--- src/rtl/lrw_pkg.sv ---
`timescale 1ns/1ps
package lrw_pkg;
  // dword slot inside the window
  typedef enum logic [1:0] {
    SLOT_PTR  = 2'd0,
    SLOT_DATA = 2'd1,
    SLOT_RSV0 = 2'd2,
    SLOT_RSV1 = 2'd3
  } slot_e;

  // decoded link register selector
  typedef enum logic [1:0] {
    LR_STAT = 2'd0,
    LR_CTRL = 2'd1,
    LR_ERR  = 2'd2,
    LR_NONE = 2'd3
  } lreg_e;

  localparam logic [7:0] CODE_STAT = 8'h00;
  localparam logic [7:0] CODE_CTRL = 8'h01;
  localparam logic [7:0] CODE_ERR  = 8'h02;
endpackage

--- src/rtl/lrw_rst_sync.sv ---
`timescale 1ns/1ps
module lrw_rst_sync (
  input  logic clk,
  input  logic rst_n_a,
  output logic rst_n_s
);
  logic [1:0] sync_q;

  always_ff @(posedge clk or negedge rst_n_a) begin
    if (!rst_n_a) sync_q <= 2'b00;
    else          sync_q <= {sync_q[0], 1'b1};
  end

  assign rst_n_s = sync_q[1];
endmodule

--- src/rtl/lrw_pointer.sv ---
`timescale 1ns/1ps
module lrw_pointer #(
  parameter int NPORT       = 2,
  parameter int PORT_STRIDE = 2,
  parameter int PW          = 1
) (
  input  logic               clk,
  input  logic               rst_n,
  input  logic               we,
  input  logic [1:0]         be,
  input  logic [15:0]        wdata,
  output logic [15:0]        ptr_q,
  output logic               sel_ok,
  output logic [PW-1:0]      sel_port,
  output lrw_pkg::lreg_e     sel_reg
);
  import lrw_pkg::*;

  localparam logic [7:0] STRIDE8 = 8'(PORT_STRIDE);
  localparam logic [7:0] NPORT8  = 8'(NPORT);

  logic [15:0] ptr_d;
  logic [7:0]  pcode, pquot, prem;
  logic        port_ok;

  // next state: byte-masked update
  always_comb begin
    ptr_d = ptr_q;
    for (int b = 0; b < 2; b++) begin
      if (be[b]) ptr_d[8*b +: 8] = wdata[8*b +: 8];
    end
  end

  always_ff @(posedge clk or negedge rst_n) begin
    if (!rst_n)  ptr_q <= '0;
    else if (we) ptr_q <= ptr_d;
  end

  // port code decode: multiples of the stride below the port count
  always_comb begin
    pcode    = ptr_q[15:8];
    pquot    = pcode / STRIDE8;
    prem     = pcode % STRIDE8;
    port_ok  = (prem == 8'd0) && (pquot < NPORT8);
    sel_port = pquot[PW-1:0];
  end

  // register code decode
  always_comb begin
    unique case (ptr_q[7:0])
      CODE_STAT: sel_reg = LR_STAT;
      CODE_CTRL: sel_reg = LR_CTRL;
      CODE_ERR:  sel_reg = LR_ERR;
      default:   sel_reg = LR_NONE;
    endcase
    sel_ok = port_ok && (sel_reg != LR_NONE);
  end

  // pointer only moves on a pointer write
  a_r1_ptr_hold: assert property (@(posedge clk) disable iff (!rst_n)
    !we |=> $stable(ptr_q));

  // a valid selection never carries a register code above the error code
  a_r7_code_range: assert property (@(posedge clk) disable iff (!rst_n)
    sel_ok |-> (ptr_q[7:0] <= CODE_ERR));
endmodule

--- src/rtl/lrw_port_regs.sv ---
`timescale 1ns/1ps
module lrw_port_regs #(
  parameter int DW = 32,
  localparam int NB = DW / 8
) (
  input  logic            clk,
  input  logic            rst_n,
  input  logic            we,
  input  lrw_pkg::lreg_e  sel_reg,
  input  logic [NB-1:0]   be,
  input  logic [DW-1:0]   wdata,
  input  logic [DW-1:0]   sts_in,
  input  logic [DW-1:0]   err_set,
  output logic [DW-1:0]   rd_data
);
  import lrw_pkg::*;

  logic [DW-1:0] ctl_q, ctl_d, err_q, err_d, bmask;
  logic          ctl_en, err_en;

  always_comb begin
    for (int b = 0; b < NB; b++) bmask[8*b +: 8] = {8{be[b]}};
  end

  // next-state logic
  always_comb begin
    ctl_en = we && (sel_reg == LR_CTRL);
    ctl_d  = (ctl_q & ~bmask) | (wdata & bmask);
    err_en = (we && (sel_reg == LR_ERR)) || (|err_set);
    err_d  = err_q;
    if (we && (sel_reg == LR_ERR)) err_d = err_d & ~(wdata & bmask);
    err_d  = err_d | err_set;   // hardware set wins over clear
  end

  always_ff @(posedge clk or negedge rst_n) begin
    if (!rst_n)      ctl_q <= '0;
    else if (ctl_en) ctl_q <= ctl_d;
  end

  always_ff @(posedge clk or negedge rst_n) begin
    if (!rst_n)      err_q <= '0;
    else if (err_en) err_q <= err_d;
  end

  always_comb begin
    unique case (sel_reg)
      LR_STAT: rd_data = sts_in;
      LR_CTRL: rd_data = ctl_q;
      LR_ERR:  rd_data = err_q;
      default: rd_data = '0;
    endcase
  end

  // control unchanged unless this port is written
  a_r4_ctl_hold: assert property (@(posedge clk) disable iff (!rst_n)
    !we |=> $stable(ctl_q));

  // every pulsed error bit is set on the next cycle
  a_r6_set_wins: assert property (@(posedge clk) disable iff (!rst_n)
    (|err_set) |=> ((err_q & $past(err_set)) == $past(err_set)));

  // error bits stay put with no pulse and no write
  a_r6_err_hold: assert property (@(posedge clk) disable iff (!rst_n)
    (!we && !(|err_set)) |=> $stable(err_q));
endmodule

--- src/rtl/link_reg_window.sv ---
`timescale 1ns/1ps
module link_reg_window #(
  parameter int NPORT       = 2,
  parameter int PORT_STRIDE = 2,
  parameter int DW          = 32,
  localparam int NB         = DW / 8,
  localparam int PW         = (NPORT > 1) ? $clog2(NPORT) : 1
) (
  input  logic                  clk,
  input  logic                  rst_n,
  input  logic                  mode_ide,
  input  logic                  mode_combined,
  input  logic                  io_en,
  input  logic                  io_wr,
  input  logic [1:0]            io_addr,
  input  logic [NB-1:0]         io_be,
  input  logic [DW-1:0]         io_wdata,
  output logic [DW-1:0]         io_rdata,
  input  logic [NPORT*DW-1:0]   link_status,
  input  logic [NPORT*DW-1:0]   err_set
);
  import lrw_pkg::*;

  logic          rst_sn;
  logic          win_en, acc_ok;
  logic          ptr_we, dat_we;
  slot_e         slot;
  logic [15:0]   ptr_val;
  logic          sel_ok;
  logic [PW-1:0] sel_port;
  lreg_e         sel_reg;
  logic [NPORT-1:0] port_we;
  logic [DW-1:0] port_rd [NPORT];

  lrw_rst_sync u_rst (
    .clk     (clk),
    .rst_n_a (rst_n),
    .rst_n_s (rst_sn)
  );

  // window gating and slot decode
  always_comb begin
    win_en = mode_ide && !mode_combined;
    acc_ok = win_en && io_en;
    slot   = slot_e'(io_addr);
    ptr_we = acc_ok && io_wr && (slot == SLOT_PTR);
    dat_we = acc_ok && io_wr && (slot == SLOT_DATA);
  end

  lrw_pointer #(
    .NPORT       (NPORT),
    .PORT_STRIDE (PORT_STRIDE),
    .PW          (PW)
  ) u_ptr (
    .clk      (clk),
    .rst_n    (rst_sn),
    .we       (ptr_we),
    .be       (io_be[1:0]),
    .wdata    (io_wdata[15:0]),
    .ptr_q    (ptr_val),
    .sel_ok   (sel_ok),
    .sel_port (sel_port),
    .sel_reg  (sel_reg)
  );

  for (genvar p = 0; p < NPORT; p++) begin : g_port
    assign port_we[p] = dat_we && sel_ok && (sel_port == PW'(p));

    lrw_port_regs #(.DW(DW)) u_regs (
      .clk     (clk),
      .rst_n   (rst_sn),
      .we      (port_we[p]),
      .sel_reg (sel_reg),
      .be      (io_be),
      .wdata   (io_wdata),
      .sts_in  (link_status[p*DW +: DW]),
      .err_set (err_set[p*DW +: DW]),
      .rd_data (port_rd[p])
    );
  end

  // read return
  always_comb begin
    io_rdata = '0;
    if (acc_ok && !io_wr) begin
      unique case (slot)
        SLOT_PTR:  io_rdata = {{(DW-16){1'b0}}, ptr_val};
        SLOT_DATA: io_rdata = sel_ok ? port_rd[sel_port] : '0;
        default:   io_rdata = '0;
      endcase
    end
  end

  // a write while the window is off leaves the pointer alone
  a_r9_off_no_write: assert property (@(posedge clk) disable iff (!rst_sn)
    (!win_en && io_en && io_wr) |=> $stable(ptr_val));

  // writes to reserved slots leave the pointer alone
  a_r8_rsvd_no_write: assert property (@(posedge clk) disable iff (!rst_sn)
    (io_en && io_wr && io_addr[1]) |=> $stable(ptr_val));

  // an invalid selection never enables a port write
  a_r7_no_port_we: assert property (@(posedge clk) disable iff (!rst_sn)
    !sel_ok |-> (port_we == '0));

  // at most one port is written per access
  a_r4_one_port: assert property (@(posedge clk) disable iff (!rst_sn)
    $onehot0(port_we));
endmodule

--- config.mk ---
export PLATFORM = sky130hd
export DESIGN_NAME = link_reg_window
export DESIGN_NICKNAME = d
export VERILOG_FILES = /design/src/rtl/lrw_pkg.sv /design/src/rtl/lrw_rst_sync.sv /design/src/rtl/lrw_pointer.sv /design/src/rtl/lrw_port_regs.sv /design/src/rtl/link_reg_window.sv
export SDC_FILE = /design/constraint.sdc
export NUM_CORES = 1
export LEC_CHECK = 0
export BUFFER_PORTS_ARGS = -buffer_cell sky130_fd_sc_hd__buf_4
export CAP_MARGIN = 15
export CORE_UTILIZATION = 58
export CTS_BUF_LIST = sky130_fd_sc_hd__clkbuf_16
export CTS_CLUSTER_DIAMETER = 40
export DETAILED_ROUTE_END_ITERATION = 16
export PLACE_DENSITY = 0.86
export SYNTH_ARGS = -nofsm -noshare
export SYNTH_HDL_FRONTEND = slang
export SYNTH_SLANG_ARGS = --single-unit
--- constraint.sdc ---
create_clock -name clk -period 10.9 [get_ports clk]
set_input_delay 1.09 -clock clk [delete_from_list [all_inputs] [get_ports clk]]
set_output_delay 1.09 -clock clk [all_outputs]
set_load 0.1 [all_outputs]
Yosys cells after proc, flatten, opt, wreduce, memory -nomap -nowiden. Index checks and enable logic that the tools add are counted.

Magnitude comparators: 2. Reductions and logical operators: 27. Mux-type cells: 11. Bitwise logic cells: 13. Eq/ne operators: 6.

Operators with widths (count): 32-bit two-way mux (7); 32-bit case mux with 3 select lines (2); 32-bit AND (5); 32-bit bitwise OR (4); 32-bit inverter (2); 32-bit case mux with 2 select lines (1); 32-bit OR reduction (2); 8-bit zero test (2); 1-bit logical AND (15); 8-bit by 1-bit == test with 1-bit output (second input constant) (1); 8-bit by 2-bit == test with 1-bit output (second input constant) (1); 7-bit by 2-bit less-than comparator with 1-bit output (second input constant) (1); 2-bit case mux with 3 select lines (1); 2-bit by 1-bit == test with 1-bit output (second input constant) (2); 2-bit zero test (2); 2-bit AND reduction (2); 2-bit == test (second input constant) (1); 2-bit >= comparator (second input constant) (1); 1-bit zero test (2); 1-bit logical OR (2); 2-bit != test (second input constant) (1); 1-bit inverter with 2-bit output (1); 1-bit inverter (1).

Register bits after elaboration: 146. Output and inout bits: 32. Bits of input ports: 172. Logic and storage cells: 66.

Depth between registers and ports, before layout.
Depth in word-level cells: 10. Depth in mapped cells: 8. Depth with buffers taken out: 5.

By module. A second synthesis with hierarchy kept.

Cell total of the unflattened synthesis: 713. Area, all modules: 7995.2 um^2.

Modules (own cells, without submodules): lrw_port_regs (sequential area each 1601.5 um^2, area an instance 3265.6 um^2, cells an instance 283, times used 2); link_reg_window (sequential area each 0.0 um^2, area an instance 742.0 um^2, cells an instance 101, times used 1); lrw_pointer (sequential area each 400.4 um^2, area an instance 668.1 um^2, cells an instance 43, times used 1); lrw_rst_sync (sequential area each 50.0 um^2, area an instance 53.8 um^2, cells an instance 3, times used 1).

Worst setup path before layout. No wires, ideal clock.

Path type: input-to-output. From: input io_addr[0]. To: output io_rdata[16]. Path buffers: 1. Data arrival time: 4.455 ns. Stages on the path: 4. Setup slack: 5.355 ns. Cell sequence: or4b_4 or4b_1 buf_2 a211oi_1.

Longest elaborated chain between the ends: 3. Elaborated cells between the ends (all ways): 4.

RTL lines: start, declared (RTL line link_reg_window.sv:15) `input logic [1:0] io_addr,`; 2-bit by 1-bit == test with 1-bit output or 2-bit zero test (tied branches) (RTL line link_reg_window.sv:86) `unique case (slot)`; 32-bit case mux with 2 select lines * (RTL line link_reg_window.sv:86); 32-bit two-way mux * (RTL line link_reg_window.sv:85) `if (acc_ok && !io_wr) begin`; end, declared (RTL line link_reg_window.sv:18) `output logic [DW-1:0] io_rdata,`.

Every way passes the cells marked *; elsewhere a longest branch is shown, timed or not.

Worst setup path in the final report.
From: register u_ptr.ptr_q[0]. To: output io_rdata[20].

Longest elaborated chain between the ends: 10. Elaborated cells between the ends (all ways): 17.

RTL lines: start, declared (RTL line lrw_pointer.sv:12) `output logic [15:0] ptr_q,`; start signal, assigned (RTL line lrw_pointer.sv:36) `else if (we) ptr_q <= ptr_d;`; 8-bit by 2-bit == test with 1-bit output, or another cell as far along (RTL line lrw_pointer.sv:50) `unique case (ptr_q[7:0])`; 2-bit case mux with 3 select lines * (RTL line lrw_pointer.sv:50); 2-bit == test, or another cell as far along (RTL line lrw_port_regs.sv:46) `unique case (sel_reg)`; 32-bit case mux with 3 select lines (RTL line lrw_port_regs.sv:46); 32-bit two-way mux (not written as such) (3 in a row) (RTL line link_reg_window.sv:88) `SLOT_DATA: io_rdata = sel_ok ? port_rd[sel_port] : '0;`; 32-bit two-way mux * (RTL line link_reg_window.sv:88); 32-bit case mux with 2 select lines * (RTL line link_reg_window.sv:86); 32-bit two-way mux * (RTL line link_reg_window.sv:85).

Every way passes the cells marked *; elsewhere a longest branch is shown, timed or not. The select of a mux whose other input is x is not followed.

==> results.cfg <==
[cells_and_area]
diodes = 0
final_cell_area_um2 = 10170
syn_to_final_growth_pct = 27.37
fin_util = 0.7617
layout-drive-gt1-share = 0.3677
finalNetCount = 1100
fillers = 902
stdcell_count = 1117

[global_routing]
grt_pass1_wl_um = 34810
grt_max_degree = 83
grtUsageTotal = 0.3179
antenna_found_initial = 0
grt_pass1_vias = 6907
globalRouteOverflowTotal = 0

[sta]
finalSetupViolCount = 0
tightestPinTransition_ns = 1.027
post-route-period-util = 0.4514
rsz0062_at_grt = false
fin_skew_ns = 0.01293
hold_viol = 0
hold_ws_ns = 0.3520
fin_crit_ns = 4.920
slew_viol_final = 0
setup_tns_ns = 0
fmax_ghz = 0.2032
slew_headroom = 0.3153

[place]
hpwl_um = 14280
dp.cells = 1085
numPortBuffers = 203
gp_congestion = 0.8194
placed_area_um2 = 9567

[logic_synthesis]
yosys.area_share.simple = 0.1494
synth.largest_area_cell = dfrtp_1
yosys_warnings = 0
ys_ff_latch = 146
ys_types = 41
synth_top_family_by_area = multiplexers
synth_edf_count = 0
netlist_top_cells_area = dfrtp_1 46%, mux2_4 12%, mux2i_1 7.6%, o21ai_0 6.7%, nand2b_1 5.6%
synth_nets = 920
synth-xor-area-share = 0
synthAdderAreaFrac = 0
synth_area_per_cell_um2 = 10.67
async_flop_share = 1.000
yosysMostFrequentCell = dfrtp_1
synth_common_cells = 146 x dfrtp_1, 107 x o21ai_0, 78 x nand2_1
ys.flop_type = dfrtp_1
synth_area_um2 = 7983
seq_area_frac_synth = 0.4577
synth_cells = 748
yosysTopAreaCellShare = 0.4577
yosys-mux-area-fraction = 0.2208
synth_compound_gate_area_share = 0.1387

[detailed_routing]
wl_met2_um = 10400
drtIter0Drc = 389
top_layer = met4
final_antenna_net_count = 0
dr_total_vias = 6546
vias_per_cell = 5.860
wl_um = 21630
met1Wirelength_um = 9013
drc_errors = 0
avgRoutedWirePerCell_um = 19.36
dr_wl_met3_um = 1852
drtPass1Iterations = 4

[power_and_ir_drop]
peakVddDrop_mv = 0.1135
leakagePower_nw = 4.478
p_per_area_nw_per_um2 = 138.4

[worst_setup_path]
reg2reg_from = u_ptr.ptr_q[0]
startpoint_type = flop
crit_family = simple AND/OR/NAND/NOR gates
crit_type = flop to primary output
required_ns = 9.81
worstSetupEndpointType = primary output
critPathMostFrequentCell = buf_4
crit_start = u_ptr.ptr_q[0]
worstPathMaxFanout = 38
max_stage_delay_ns = 0.92
cp_slowest_cell = or4b_1
worstPathArrival_ns = 3.83
cp_num_buf_inv = 2
crit_chain = buf_4 -> a211o_1 -> nand2b_1 -> or4b_1 -> a211oi_1 -> buf_4

[cts]
clock-sinks = 146
post_cts_buffers = 0
clock_path_buffers = 2
clockRootBuffer = clkbuf_16
cts_repair_resize_count = 0
hold_buffers = 0
clock_latency_ns = 0.43
htreeDepth = 4
clkTransAtPathRegs_ns = 0.06
cts_tree = done
cts_buffers = 17

[worst_hold_path]
min-delay-start = u_rst.sync_q[0]
hold_class = flop to flop

[floorplanning]
initial_utilization = 0.5981
die_x_um = 119.3
core_um2 = 13350
num_io_pins = 204
row_count = 42
dieArea_um2 = 14240
die_y_um = 119.3

[run]
drv_cap = 0

[outcome]
status = complete, no violations
[cells by family (layout without fill, tap and decap cells)]
group,Yosys count,in the layout
muxes,142,142
and+or+nand+nor,222,222
AOI/OAI and AO/OA,181,181
other,1,1
DFF,146,146
buffers and inverters,56,249
[layout make-up]
cell class	count	area, um^2	area share
multi-input cells	546	4080	0.4013
flip-flops and latches	146	3664	0.3603
repair buffers	210	1577	0.1551
clock buffers	17	425.4	0.04184
well taps	176	220.2	0.02166
clock inverters	15	175.2	0.01723
inverters	7	26.28	0.002584
[per-layer routing]
metal / vias up / track usage
met5: - / 0
met3: 32 / 0.09387
met2: 295 / 0.5243
li1: 3006 / -
met1: 3213 / 0.4007
met4: 0 / 0.1039
[report_power, final]
group	internal (mW)	switching, mW	leakage [nW]
Sequential	0.552	0.0267	1.68
Combinational	0.107	0.122	2.50
Clock	0.377	0.223	0.297
Total	1.04	0.372	4.48
[layout by cell type (no fill, tap or decap), drive strengths merged]
cell type	n
a211o	1
a211oi	34
a21oi	18
a221oi	2
a2bb2oi	1
a32o	1
and3	2
and4	4
buf	210
bufinv	4
clkbuf	17
clkinv	6
clkinvlp	2
conb	1
dfrtp	146
inv	10
mux2	81
mux2i	61
nand2	83
nand2b	71
nand3	5
nand3b	1
nand4b	2
nor2	42
nor2b	2
nor3	6
nor4	2
o211ai	14
o21ai	107
o21ba	1
o21bai	1
o221ai	1
or4b	2
[final timing paths]
path / to / cells past startpoint / slack, ns
worst min-delay path: u_rst.sync_q[1] / 0 / 0.35
worst max register to register: flop / 6 / 7.06
min in group asynchronous: g_port[1].u_regs.err_q[18] / 0 / 0.44
max in group asynchronous: u_ptr.ptr_q[0] / 1 / 8.83
worst max-delay path: io_rdata[20] / 6 / 5.98
worst min register to register: u_rst.sync_q[1] / 0 / 0.35
[through the flow]
| stage | setup slack (ns) | power [mW] |
|---|---|---|
| 2_1_floorplan | 5.355 | 0.7204 |
| 3_3_place_gp | 6.463 | 0.8110 |
| 3_5_place_dp | 6.436 | 0.8127 |
| 4_1_cts | 5.992 | 1.410 |
| 5_1_grt | 5.879 | 1.459 |
| 6_report | 5.980 | 1.407 |
(Power assumes the default switching activity.)
